### config.mk
export PLATFORM = sky130hd
export DESIGN_NAME = dma_prio_arb
export DESIGN_NICKNAME = d
export VERILOG_FILES = /design/src/rtl/arb_pkg.sv /design/src/rtl/arb_tier_map.sv /design/src/rtl/arb_rr_pick.sv /design/src/rtl/dma_prio_arb.sv
export SDC_FILE = /design/constraint.sdc
export NUM_CORES = 1
export LEC_CHECK = 0
export BUFFER_PORTS_ARGS = -buffer_cell sky130_fd_sc_hd__clkbuf_2
export CAP_MARGIN = 30
export CORE_MARGIN = 2
export CORE_UTILIZATION = 54
export DETAILED_ROUTE_END_ITERATION = 8
export GPL_ROUTABILITY_DRIVEN = 0
export PLACE_DENSITY_LB_ADDON = 0.05
export SETUP_SLACK_MARGIN = 0.4
export SLEW_MARGIN = 20
export SYNTH_ARGS = -nofsm -noshare
export SYNTH_HDL_FRONTEND = slang
export SYNTH_HIERARCHICAL = 1
export SYNTH_SLANG_ARGS = --single-unit
### constraint.sdc
create_clock -name clk -period 4.8 [get_ports clk]
set_input_delay 0.96 -clock clk [delete_from_list [all_inputs] [get_ports clk]]
set_output_delay 0.96 -clock clk [all_outputs]
set_load 0.05 [all_outputs]
### src/rtl/arb_pkg.sv
package arb_pkg;

    typedef enum logic [1:0] {
        GRP_NONE = 2'd0,
        GRP_HI   = 2'd1,
        GRP_LO   = 2'd2,
        GRP_SOLO = 2'd3
    } grp_e;

    localparam logic [1:0] DLVL_NORMAL = 2'b00;
    localparam logic [1:0] DLVL_LOW    = 2'b01;
    localparam logic [1:0] DLVL_HIGH   = 2'b10;

    typedef struct packed {
        logic valid;
        grp_e grp;
    } pick_t;

    function automatic int idx_bits(input int n);
        return (n > 1) ? $clog2(n) : 1;
    endfunction

    function automatic logic lvl_is_normal(input logic [1:0] lvl);
        return !(lvl == DLVL_LOW || lvl == DLVL_HIGH);
    endfunction

endpackage

### src/rtl/arb_tier_map.sv
module arb_tier_map
    import arb_pkg::*;
#(
    parameter int N      = 8,
    parameter int DBG_EN = 1,
    parameter int NT     = N + DBG_EN
) (
    input  logic [N-1:0]  req_pend,
    input  logic [N-1:0]  data_ok,
    input  logic [N-1:0]  prio_hi,
    input  logic          dbg_pend,
    input  logic          dbg_ok,
    input  logic [1:0]    dbg_level,
    output logic [NT-1:0] req_hi,
    output logic [NT-1:0] req_lo,
    output logic          dbg_up,
    output logic          dbg_dn
);
    logic [N-1:0] elig;
    assign elig = req_pend & data_ok;

    generate
        if (DBG_EN != 0) begin : g_dbg
            logic dbg_e;
            assign dbg_e  = dbg_pend & dbg_ok;
            assign req_hi = {1'b0, elig & prio_hi};
            assign req_lo = {dbg_e & lvl_is_normal(dbg_level), elig & ~prio_hi};
            assign dbg_up = dbg_e & (dbg_level == DLVL_HIGH);
            assign dbg_dn = dbg_e & (dbg_level == DLVL_LOW);
        end else begin : g_nodbg
            logic unused_dbg;
            assign unused_dbg = ^{dbg_pend, dbg_ok, dbg_level};
            assign req_hi = elig & prio_hi;
            assign req_lo = elig & ~prio_hi;
            assign dbg_up = 1'b0;
            assign dbg_dn = 1'b0;
        end
    endgenerate

endmodule

### src/rtl/arb_rr_pick.sv
module arb_rr_pick
    import arb_pkg::*;
#(
    parameter int NT = 9,
    parameter int IW = idx_bits(NT)
) (
    input  logic          clk,
    input  logic          rst,
    input  logic [NT-1:0] req,
    input  logic [IW-1:0] ptr,
    output logic          valid,
    output logic [IW-1:0] idx
);
    always_comb begin
        valid = 1'b0;
        idx   = '0;
        for (int k = 1; k <= NT; k++) begin
            logic [IW:0] c;
            c = {1'b0, ptr} + (IW+1)'(k);
            if (c >= (IW+1)'(NT)) c = c - (IW+1)'(NT);
            if (!valid && req[c[IW-1:0]]) begin
                valid = 1'b1;
                idx   = c[IW-1:0];
            end
        end
    end

    AST_PICK_IS_REQUESTER: assert property (@(posedge clk) disable iff (rst)
        valid |-> req[idx]) else $error("pick outside request set");

    AST_PICK_WHEN_ANY: assert property (@(posedge clk) disable iff (rst)
        (|req) |-> valid) else $error("request set ignored");

endmodule

### src/rtl/dma_prio_arb.sv
module dma_prio_arb
    import arb_pkg::*;
#(
    parameter int N      = 8,
    parameter int DBG_EN = 1
) (
    input  logic                clk,
    input  logic                rst,
    input  logic [N-1:0]        req_pend,
    input  logic [N-1:0]        data_ok,
    input  logic [N-1:0]        prio_hi,
    input  logic                dbg_pend,
    input  logic                dbg_ok,
    input  logic [1:0]          dbg_level,
    input  logic                pkt_done,
    output logic [N+DBG_EN-1:0] grant
);
    localparam int NT = N + DBG_EN;
    localparam int IW = idx_bits(NT);
    localparam logic [IW-1:0] LAST_IDX = IW'(NT - 1);

    logic [NT-1:0] req_hi, req_lo;
    logic          dbg_up, dbg_dn;
    logic          hv, lv;
    logic [IW-1:0] hidx, lidx;
    logic [IW-1:0] ptr_hi, ptr_lo;

    logic [NT-1:0] grant_q;
    logic [IW-1:0] gidx_q;
    grp_e          grp_q;
    logic          busy;

    pick_t         sel;
    logic [IW-1:0] sel_idx;

    arb_tier_map #(.N(N), .DBG_EN(DBG_EN), .NT(NT)) u_map (
        .req_pend (req_pend),
        .data_ok  (data_ok),
        .prio_hi  (prio_hi),
        .dbg_pend (dbg_pend),
        .dbg_ok   (dbg_ok),
        .dbg_level(dbg_level),
        .req_hi   (req_hi),
        .req_lo   (req_lo),
        .dbg_up   (dbg_up),
        .dbg_dn   (dbg_dn)
    );

    arb_rr_pick #(.NT(NT), .IW(IW)) u_pick_hi (
        .clk(clk), .rst(rst), .req(req_hi), .ptr(ptr_hi), .valid(hv), .idx(hidx)
    );

    arb_rr_pick #(.NT(NT), .IW(IW)) u_pick_lo (
        .clk(clk), .rst(rst), .req(req_lo), .ptr(ptr_lo), .valid(lv), .idx(lidx)
    );

    assign busy = |grant_q;

    always_comb begin
        sel     = '{valid: 1'b0, grp: GRP_NONE};
        sel_idx = '0;
        if (hv) begin
            sel     = '{valid: 1'b1, grp: GRP_HI};
            sel_idx = hidx;
        end else if (dbg_up) begin
            sel     = '{valid: 1'b1, grp: GRP_SOLO};
            sel_idx = LAST_IDX;
        end else if (lv) begin
            sel     = '{valid: 1'b1, grp: GRP_LO};
            sel_idx = lidx;
        end else if (dbg_dn) begin
            sel     = '{valid: 1'b1, grp: GRP_SOLO};
            sel_idx = LAST_IDX;
        end
    end

    always_ff @(posedge clk) begin
        if (rst) begin
            grant_q <= '0;
            gidx_q  <= '0;
            grp_q   <= GRP_NONE;
            ptr_hi  <= LAST_IDX;
            ptr_lo  <= LAST_IDX;
        end else if (busy) begin
            if (pkt_done) begin
                grant_q <= '0;
                grp_q   <= GRP_NONE;
                if (grp_q == GRP_HI) ptr_hi <= gidx_q;
                if (grp_q == GRP_LO) ptr_lo <= gidx_q;
            end
        end else if (sel.valid) begin
            grant_q <= NT'(1) << sel_idx;
            gidx_q  <= sel_idx;
            grp_q   <= sel.grp;
        end
    end

    assign grant = grant_q;

    AST_GRANT_ONEHOT: assert property (@(posedge clk) disable iff (rst)
        $onehot0(grant_q)) else $error("grant not one-hot");

    AST_LOCK_HOLD: assert property (@(posedge clk) disable iff (rst)
        (busy && !pkt_done) |=> $stable(grant_q)) else $error("grant moved mid-packet");

    AST_RELEASE_GAP: assert property (@(posedge clk) disable iff (rst)
        (busy && pkt_done) |=> (grant_q == '0)) else $error("no idle after packet");

    AST_HI_WINS: assert property (@(posedge clk) disable iff (rst)
        (!busy && (|req_hi)) |=> (|(grant_q & $past(req_hi)))) else $error("high group skipped");

    AST_IDLE_STAYS: assert property (@(posedge clk) disable iff (rst)
        (!busy && !(|{req_hi, req_lo, dbg_up, dbg_dn})) |=> (grant_q == '0))
        else $error("grant without eligible FIFO");

endmodule

==> metrics.md, run 1 <==
| Metric | Value |
|---|---|
| Iteration-0 DRC Markers | `1017` |
| Chip Height | `125 um` |
| Commonest non-fill, non-tap cell in the layout | `buf_4` |
| First drt pass iteration count | `6` |
| Power share of the clock group | `0.060` |
| # IOs | `40` |
| Via Count | `9613` |
| Post-route insts no fill | `1382` |
| Synth-to-Final Area Change | `25.8%` |
| DRC violation count after routing | `0` |
| Slowest stage delay, CP | `0.43 ns` |
| Comb pwr share | `0.850` |
| CP Max Fanout | `6` |
| Initial antenna violation count | `0` |
| Post-Syn Nets | `1165` |
| Final period utilization | `0.910` |
| Post-Layout Inst Area | `9990 um^2` |
| Placed cell count | `1320` |
| Initial core utilization | `0.550` |
| CP max stage cell | `or3_1` |
| DP HPWL | `22.2 mm` |
| Area after DPL | `8600 um^2` |
| Clock Latency Late Sink | `0.26 ns` |
| Post-route setup TNS | `0 ns` |
| Cell count after synthesis | `1094` |
| Crit-path cells | `clkbuf_2, and3b_2, buf_8, buf_4, mux2_2, o311ai_2, nor4_4, nor3b_4, nand2_4, or3_1, o311ai_2, mux2_2, o31a_1, nand3b_1, o21ai_2, or3b_4, o31ai_1` |
| Worst Hold Class | `flop to flop` |
| PortBufs | `39` |
| Reg2Reg Depth | `19` |
| Total grt overflow | `0` |
| Post-synth top area cell | `mux2i_1` |
| H-tree Lvls | `1` |
| # diodes | `0` |
| Die W | `125 um` |
| Vias in the first global route | `8583` |
| Total routed wirelength | `30.9 mm` |
| Worst Tran Pin Value | `0.699 ns` |
| Fill count | `1219` |
| Avg WL per Cell | `22.4 um` |
| Synth Flop Type | `dfxtp_1` |
| Worst EP arrival | `4.54 ns` |
| Post-Synthesis Cell Area | `7940 um^2` |
| Crit path capture type | `flop` |
| Detail Route Antenna Nets | `0` |
| Util after Layout | `0.692` |
| Number of synthesized register bits | `23` |
| Clk slew on worst S/H paths | `0.06 ns` |
| Die ar. | `15700 um^2` |
| Syn_area_per_cell | `7.25 um^2` |
| Fmax | `229 MHz` |
| Final Max Tran Viols | `0` |
| CTS tree | `yes` |
| Hold-fix buffers at CTS | `0` |
| Unrepaired setup endpoints after global routing | `yes` |
| Nets | `1270` |
| Vias per inst | `6.96` |
| Multi-input combinational cell area | `7740 um^2` |
| CTS Sinks | `23` |
| Power per cell area | `303 nW/um^2` |
| Largest net degree at the start of global routing | `32` |
| Hold Crit Depth | `2` |
| Worst Path Required | `4.97 ns` |
| Switching pwr | `1.60 mW` |
| Status | `finished, final reports clean` |
| CTS root buf | `clkbuf_16` |
| Final Setup Violations | `0` |
| Crit path time final | `4.37 ns` |
| Sequential share of the synthesized area | `0.0580` |
| WHS | `0.485 ns` |
| Max IR drop VDD | `0.210 mV` |
| Total Routing Usage GR | `0.356` |
| Distinct cells, synth | `98` |
| YS warnings | `6` |
| FF+latch area | `483 um^2` |
| Max Cap Violations | `0` |
| Crit path launch type | `input pin` |
| Largest cells by area after synthesis | `mux2i_1, ha_1, dfxtp_1, nand2_1, a21oi_1` |
| Normalized max-slew margin | `0.532` |
| Row cnt | `44` |
| Commonest non-fill, non-tap cells in the layout | `buf_4, nand2_1, nor2_1, mux2i_1, a21oi_1` |
| Hold Violations, Final | `0` |
| Ratio of cells with drive above 1 in the final layout | `0.332` |
| Max clock buf depth | `2` |
| Number of CTS-inserted buffers | `3` |
| Total core area | `14400 um^2` |
| Cell leakage power | `4.01 nW` |
| Global-route wire length before repair | `46.1 mm` |
| Sequential share of power | `0.090` |
| Post-synth EDFFs | `0` |
| Share of the synthesized area in the top cell type | `0.0971` |
| Internal | `1.43 mW` |
| Reg-to-reg setup timing slack | `0.44 ns` |
| Fin Clk Skew | `0.00187 ns` |
| Sw Share | `0.529` |
| WS Path Type | `input pin to flop` |
| Asr flop ratio synth | `0` |
==> final timing paths <==
kind	from	endpoint
setup / recovery	req_pend[5]	grant[7]$_SDFFE_PP0P_
hold / removal	gidx_q[1]$_SDFFE_PP0P_	gidx_q[1]$_SDFFE_PP0P_
setup reg to reg	ptr_lo[1]$_SDFFE_PP0P_	grant[7]$_SDFFE_PP0P_
hold reg to reg	gidx_q[1]$_SDFFE_PP0P_	gidx_q[1]$_SDFFE_PP0P_
==> synthesized netlist by cell type (6+ instances only) <==
master    number
buf_2         30
o21ai_1        8
nor3_1        34
and2_1        14
nor4_1         6
buf_4         11
a32oi_1        7
or3_1         17
nand4_1       10
mux2_2        12
nor2_1        82
mux2i_1       77
or3b_2         7
buf_6         10
a211o_1        8
o211ai_1      18
a21o_1         6
nor3b_1       10
o31ai_1       11
nand2_1      102
a211oi_1      13
o31a_1        12
clkbuf_1      21
and3b_1       10
a22oi_1       14
and3_2         8
a22o_1        10
and3_1         9
nor2b_1       16
o22ai_1       12
nand2b_1      29
ha_1          40
nand3_1       28
a21boi_0       8
dfxtp_1       23
mux4_2         6
xnor2_1       22
a31oi_1       16
inv_1         38
nand3b_1       9
a21oi_1       69
o21ai_0       67
==> layer usage <==
metal | global-route usage | up-vias | part of all wire
met5 | 0 | - | 0
met4 | 0.176 | 0 | 0.075
met3 | 0.0355 | 191 | 0.082
met2 | 0.620 | 630 | 0.46
met1 | 0.437 | 4422 | 0.38
li1 | - | 4370 | -
==> power groups by stage <==
| stage | clock network (mW) | registers [mW] | logic, mW |
|---|---|---|---|
| after CTS | 0.181 | 0.268 | 2.26 |
| after global placement | 0 | 0.271 | 2.14 |
| after global routing | 0.192 | 0.275 | 2.74 |
| after floorplan | 0 | 0.337 | 1.60 |
| final | 0.183 | 0.272 | 2.57 |
| after detailed placement | 0 | 0.271 | 2.15 |
==> state kept, by name, summed over array words and instances (netlist names) <==
register	cells
grant	9
gidx_q	4
ptr_hi	4
ptr_lo	4
grp_q	2
==> worst max-delay path: cells and delay by family <==
| kind | cells | cell delay [ns] |
|---|---|---|
| simple gates | 7 | 1.77 |
| compound gates | 5 | 0.96 |
| mux | 2 | 0.48 |
| buf+inv | 3 | 0.37 |
==> final cells by class <==
| class | count | share of cell area |
|---|---|---|
| clock buffer | 4 | 0.00789 |
| sequential | 23 | 0.0484 |
| tap | 184 | 0.0231 |
| timing repair buffer | 175 | 0.130 |
| multi-input combinational | 958 | 0.775 |
| inverter | 38 | 0.0155 |
==> cells by family after synthesis <==
| logic type | synth area share |
|---|---|
| multiplexers | 0.135 |
| XOR/XNOR | 0.0369 |
| AND/OR/NAND/NOR | 0.310 |
| flip-flops | 0.0580 |
| AO/OA/AOI/OAI | 0.322 |
| other | 0.000473 |
| buffers and inverters | 0.0746 |
| adder cells (fa/ha/maj) | 0.0631 |
==> what timing repair did <==
action	4_1_cts	5_1_grt
setup endpoints to repair	14	14
endpoints found under the hold margin	0	0
setup buffers	15	40
pin swaps	13	37
cloned	1	2
gates resized for setup	39	150
==> metrics by stage <==
step | total power [mW] | setup WS (ns)
detailed placement | 2.42 | 0.0624
finish | 3.03 | 0.430
global placement | 2.41 | 0.144
global route | 3.21 | 0.308
floorplan | 1.94 | 0.401
CTS | 2.71 | 0.399
Power figures use the tool's default switching activity.
==> run 2, diff against run 1 <==
Settings changed: SYNTH_HIERARCHICAL 1 to not set.
==> metrics.md, run 2 <==
| Metric | Value |
|---|---|
| Status | `finished, final reports clean` |
| Reg2Reg Capture Point | `grant[4]$_SDFFE_PP0P_` |
| Hold-fix buffers at CTS | `0 (unchanged)` |
| Worst Hold Class | `flop to flop` |
| Avg WL per Cell | `22.0 um (-1.5%)` |
| Initial core utilization | `0.553 (+0.00323)` |
| Post-route insts no fill | `1345 (-2.7%)` |
| Power per cell area | `353 nW/um^2 (+16%)` |
| Number of CTS-inserted buffers | `3 (unchanged)` |
| Global-route wire length before repair | `44.1 mm (-4.3%)` |
| Nets | `1239 (-2.4%)` |
| CP Max Fanout | `12 (+6)` |
| DRC violation count after routing | `0 (unchanged)` |
| Worst Tran Pin Value | `0.960 ns (+0.261 ns)` |
| Unrepaired setup endpoints after global routing | `yes` |
| Multi-input combinational cell area | `7450 um^2 (-3.8%)` |
| Max Cap Violations | `0 (unchanged)` |
| Sequential share of the synthesized area | `0.0599 (+0.00192)` |
| Placed cell count | `1319 (-0.076%)` |
| Iteration-0 DRC Markers | `1309 (+29%)` |
| Normalized max-slew margin | `0.359 (-0.174)` |
| Asr flop ratio synth | `0 (unchanged)` |
| Reg2reg start | `ptr_lo[0]$_SDFFE_PP0P_` |
| Slowest stage delay, CP | `0.58 ns (+0.15 ns)` |
| Number of synthesized register bits | `23 (unchanged)` |
| Reg-to-reg setup timing slack | `0.49 ns (+0.05 ns)` |
| WS Path Type | `flop to flop` |
| Internal | `1.48 mW (+3.8%)` |
| YS warnings | `0 (-6)` |
| FF+latch area | `473 um^2 (-2.1%)` |
| WHS | `0.477 ns (-0.00820 ns)` |
| Post-Synthesis Cell Area | `7680 um^2 (-3.2%)` |
| Post-synth EDFFs | `0 (unchanged)` |
| Crit path launch type | `flop` |
| Crit-path cells | `inv_1, buf_6, ha_2, buf_6, nor2b_2, o21bai_1, o211a_1, a22oi_1, a32oi_1, o211ai_1, nand3_2, or4_1, o211ai_1, a211oi_2, or4b_4, o31ai_1` |
| Share of the synthesized area in the top cell type | `0.0684 (-0.0287)` |
| Cell count after synthesis | `1104 (+0.91%)` |
| Clock Latency Late Sink | `0.27 ns (about the same)` |
| Final Setup Violations | `0 (unchanged)` |
| Row cnt | `43 (-2.3%)` |
| CTS Sinks | `23 (unchanged)` |
| Critical Path End | `grant[4]$_SDFFE_PP0P_` |
| CTS tree | `yes` |
| Hold Crit Depth | `2 (unchanged)` |
| Worst Path Required | `4.97 ns (about the same)` |
| List of most frequent post-synthesis cells | `nand2_1, nor2_1, a21oi_1, o21ai_0, mux2i_1` |
| Clk slew on worst S/H paths | `0.07 ns (about the same)` |
| Total Power | `3.27 mW (+7.8%)` |
| Fmax | `232 MHz (+1.5%)` |
| Reg2Reg Depth | `16 (-3)` |
| Total grt overflow | `0 (unchanged)` |
| CP max stage cell | `or4_1` |
| Crit path time final | `4.31 ns (-0.0626 ns)` |
| Final period utilization | `0.897 (-0.0130)` |
| Post-Syn Nets | `1177 (+1.0%)` |
| Area after DPL | `8290 um^2 (-3.6%)` |
| Max IR drop VDD | `0.313 mV (+49%)` |
| Final Max Tran Viols | `0 (unchanged)` |
| Commonest non-fill, non-tap cell in the layout | `nand2_1` |
| Comb pwr share | `0.850 (about the same)` |
| Vias per inst | `7.07 (+1.6%)` |
| Distinct cells, synth | `92 (-6.1%)` |
| Syn_area_per_cell | `6.96 um^2 (-4.1%)` |
| Synth-to-Final Area Change | `20.4%` |
| Worst slack, placed | `0.152 ns (+0.0898 ns)` |
| Max clock buf depth | `2 (unchanged)` |
| Vias in the first global route | `8065 (-6.0%)` |
| CTS root buf | `clkbuf_16` |
| Largest cells by area after synthesis | `ha_1, mux2i_1, dfxtp_1, a21oi_1, nand2_1` |
| Cell leakage power | `3.46 nW (-14%)` |
| Post-Layout Inst Area | `9250 um^2 (-7.4%)` |
| Sequential share of power | `0.090 (about the same)` |
| Fill count | `1203 (-1.3%)` |
| Largest net degree at the start of global routing | `47 (+47%)` |
| Switching pwr | `1.78 mW (+11%)` |
| Commonest non-fill, non-tap cells in the layout | `nand2_1, nor2_1, a21oi_1, buf_4, o21ai_0` |
| Max FFs per register | `9 (unchanged)` |
| # diodes | `0 (unchanged)` |
| PortBufs | `39 (unchanged)` |
| Chip Height | `123 um (-1.6%)` |
| First drt pass iteration count | `6 (unchanged)` |
| Die ar. | `15200 um^2 (-3.1%)` |
| Fin Clk Skew | `0.0126 ns (+0.0107 ns)` |
| Power share of the clock group | `0.059 (about the same)` |
| Total Routing Usage GR | `0.371 (+0.0152)` |
| Initial antenna violation count | `0 (unchanged)` |
| Via Count | `9505 (-1.1%)` |
| Crit path capture type | `flop` |
| Total core area | `13900 um^2 (-3.8%)` |
| Post-route setup TNS | `0 ns (unchanged)` |
| Worst Slack Setup Final | `0.493 ns (+0.0626 ns)` |
| Crit. Startpoint | `ptr_lo[0]$_SDFFE_PP0P_` |
| Synth Flop Type | `dfxtp_1` |
| Most frequent cell after synthesis | `nand2_1` |
| Ratio of cells with drive above 1 in the final layout | `0.251 (-0.0816)` |
| Worst EP arrival | `4.47 ns (-0.07 ns)` |
| Hold Violations, Final | `0 (unchanged)` |
| Post-synth top area cell | `ha_1` |
| Die W | `123 um (-1.6%)` |
| Util after Layout | `0.666 (-0.0262)` |
| Detail Route Antenna Nets | `0 (unchanged)` |
| Sw Share | `0.546 (+0.0176)` |
| DP HPWL | `22.6 mm (+2.0%)` |
| # IOs | `40 (unchanged)` |
| H-tree Lvls | `1 (unchanged)` |
| Hold path startpoint | `grant[6]$_SDFFE_PP0P_` |
| Total routed wirelength | `29.6 mm (-4.1%)` |
==> run 2: cell count changes after synthesis, moves of 11 or more <==
cell / previous run / this run
mux2i_1: 77 / 47
a211oi_1: 13 / 40
inv_1: 38 / 19
a21oi_1: 69 / 85
nand3_1: 28 / 43
nand2b_1: 29 / 15
and3_1: 9 / 22
xnor2_1: 22 / 34
clkbuf_1: 21 / 32
o31a_1: 12 / 1
==> run 2: logic make-up after synthesis <==
| kind of cell | after synthesis | synth area share |
|---|---|---|
| and+or+nand+nor | 432 | 0.291 |
| AOI/OAI and AO/OA | 404 | 0.366 |
| buffers and inverters | 92 | 0.0554 |
| muxes | 69 | 0.110 |
| xor gates and xnor gates | 42 | 0.0498 |
| adders and majority gates | 42 | 0.0684 |
| DFF | 23 | 0.0599 |
==> run 2: what timing repair did <==
action	4_1_cts	5_1_grt
gates cloned	0	1
pin swaps	6	19
buffers inserted	2	19
resized for setup	44	119
endpoints found under the setup margin	13	14
==> run 2: final cells by class <==
class	instances	area share
Multi-Input combinational cell	989	0.805
Tap cell	180	0.0244
Clock inverter	1	0.000541
Timing Repair inverter	1	0.000541
Clock buffer	3	0.00812
Sequential cell	23	0.0512
Timing Repair Buffer	125	0.0993
Inverter	23	0.0107
==> run 2: routing by layer <==
layer / GRT usage / vias to the layer above / wire length [um]
li1: - / 4389 / -
met2: 0.525 / 610 / 12100
met4: 0.0845 / 2 / 828
met1: 0.546 / 4426 / 12700
met5: 0.0174 / - / 31
met3: 0.109 / 78 / 3950
==> run 2: worst min-delay path by stage <==
stage | end | slack (ns)
detailed placement | grant[6]$_SDFFE_PP0P_ | 0.47
floorplan | gidx_q[3]$_SDFFE_PP0P_ | 0.46
CTS | grant[6]$_SDFFE_PP0P_ | 0.48
global placement | grant[7]$_SDFFE_PP0P_ | 0.46
global route | grant[6]$_SDFFE_PP0P_ | 0.49
finish | grant[6]$_SDFFE_PP0P_ | 0.48
==> run 2: power by group through the flow <==
stage / Combinational, mW / Clock [mW] / Sequential (mW)
floorplan: 1.76 / 0 / 0.343
finish: 2.78 / 0.193 / 0.295
global placement: 2.41 / 0 / 0.294
detailed placement: 2.42 / 0 / 0.295
CTS: 2.48 / 0.190 / 0.292
global route: 2.99 / 0.198 / 0.302
==> run 2: critical path, delay by kind of cell, from the launching register on <==
| kind | cells | cell delay [ns] |
|---|---|---|
| adders and majority gates | 1 | 0.24 |
| buffers and inverters | 3 | 0.56 |
| AOI/OAI and AO/OA | 8 | 1.48 |
| and+or+nand+nor | 4 | 1.56 |
| DFF | 1 | 0.37 |
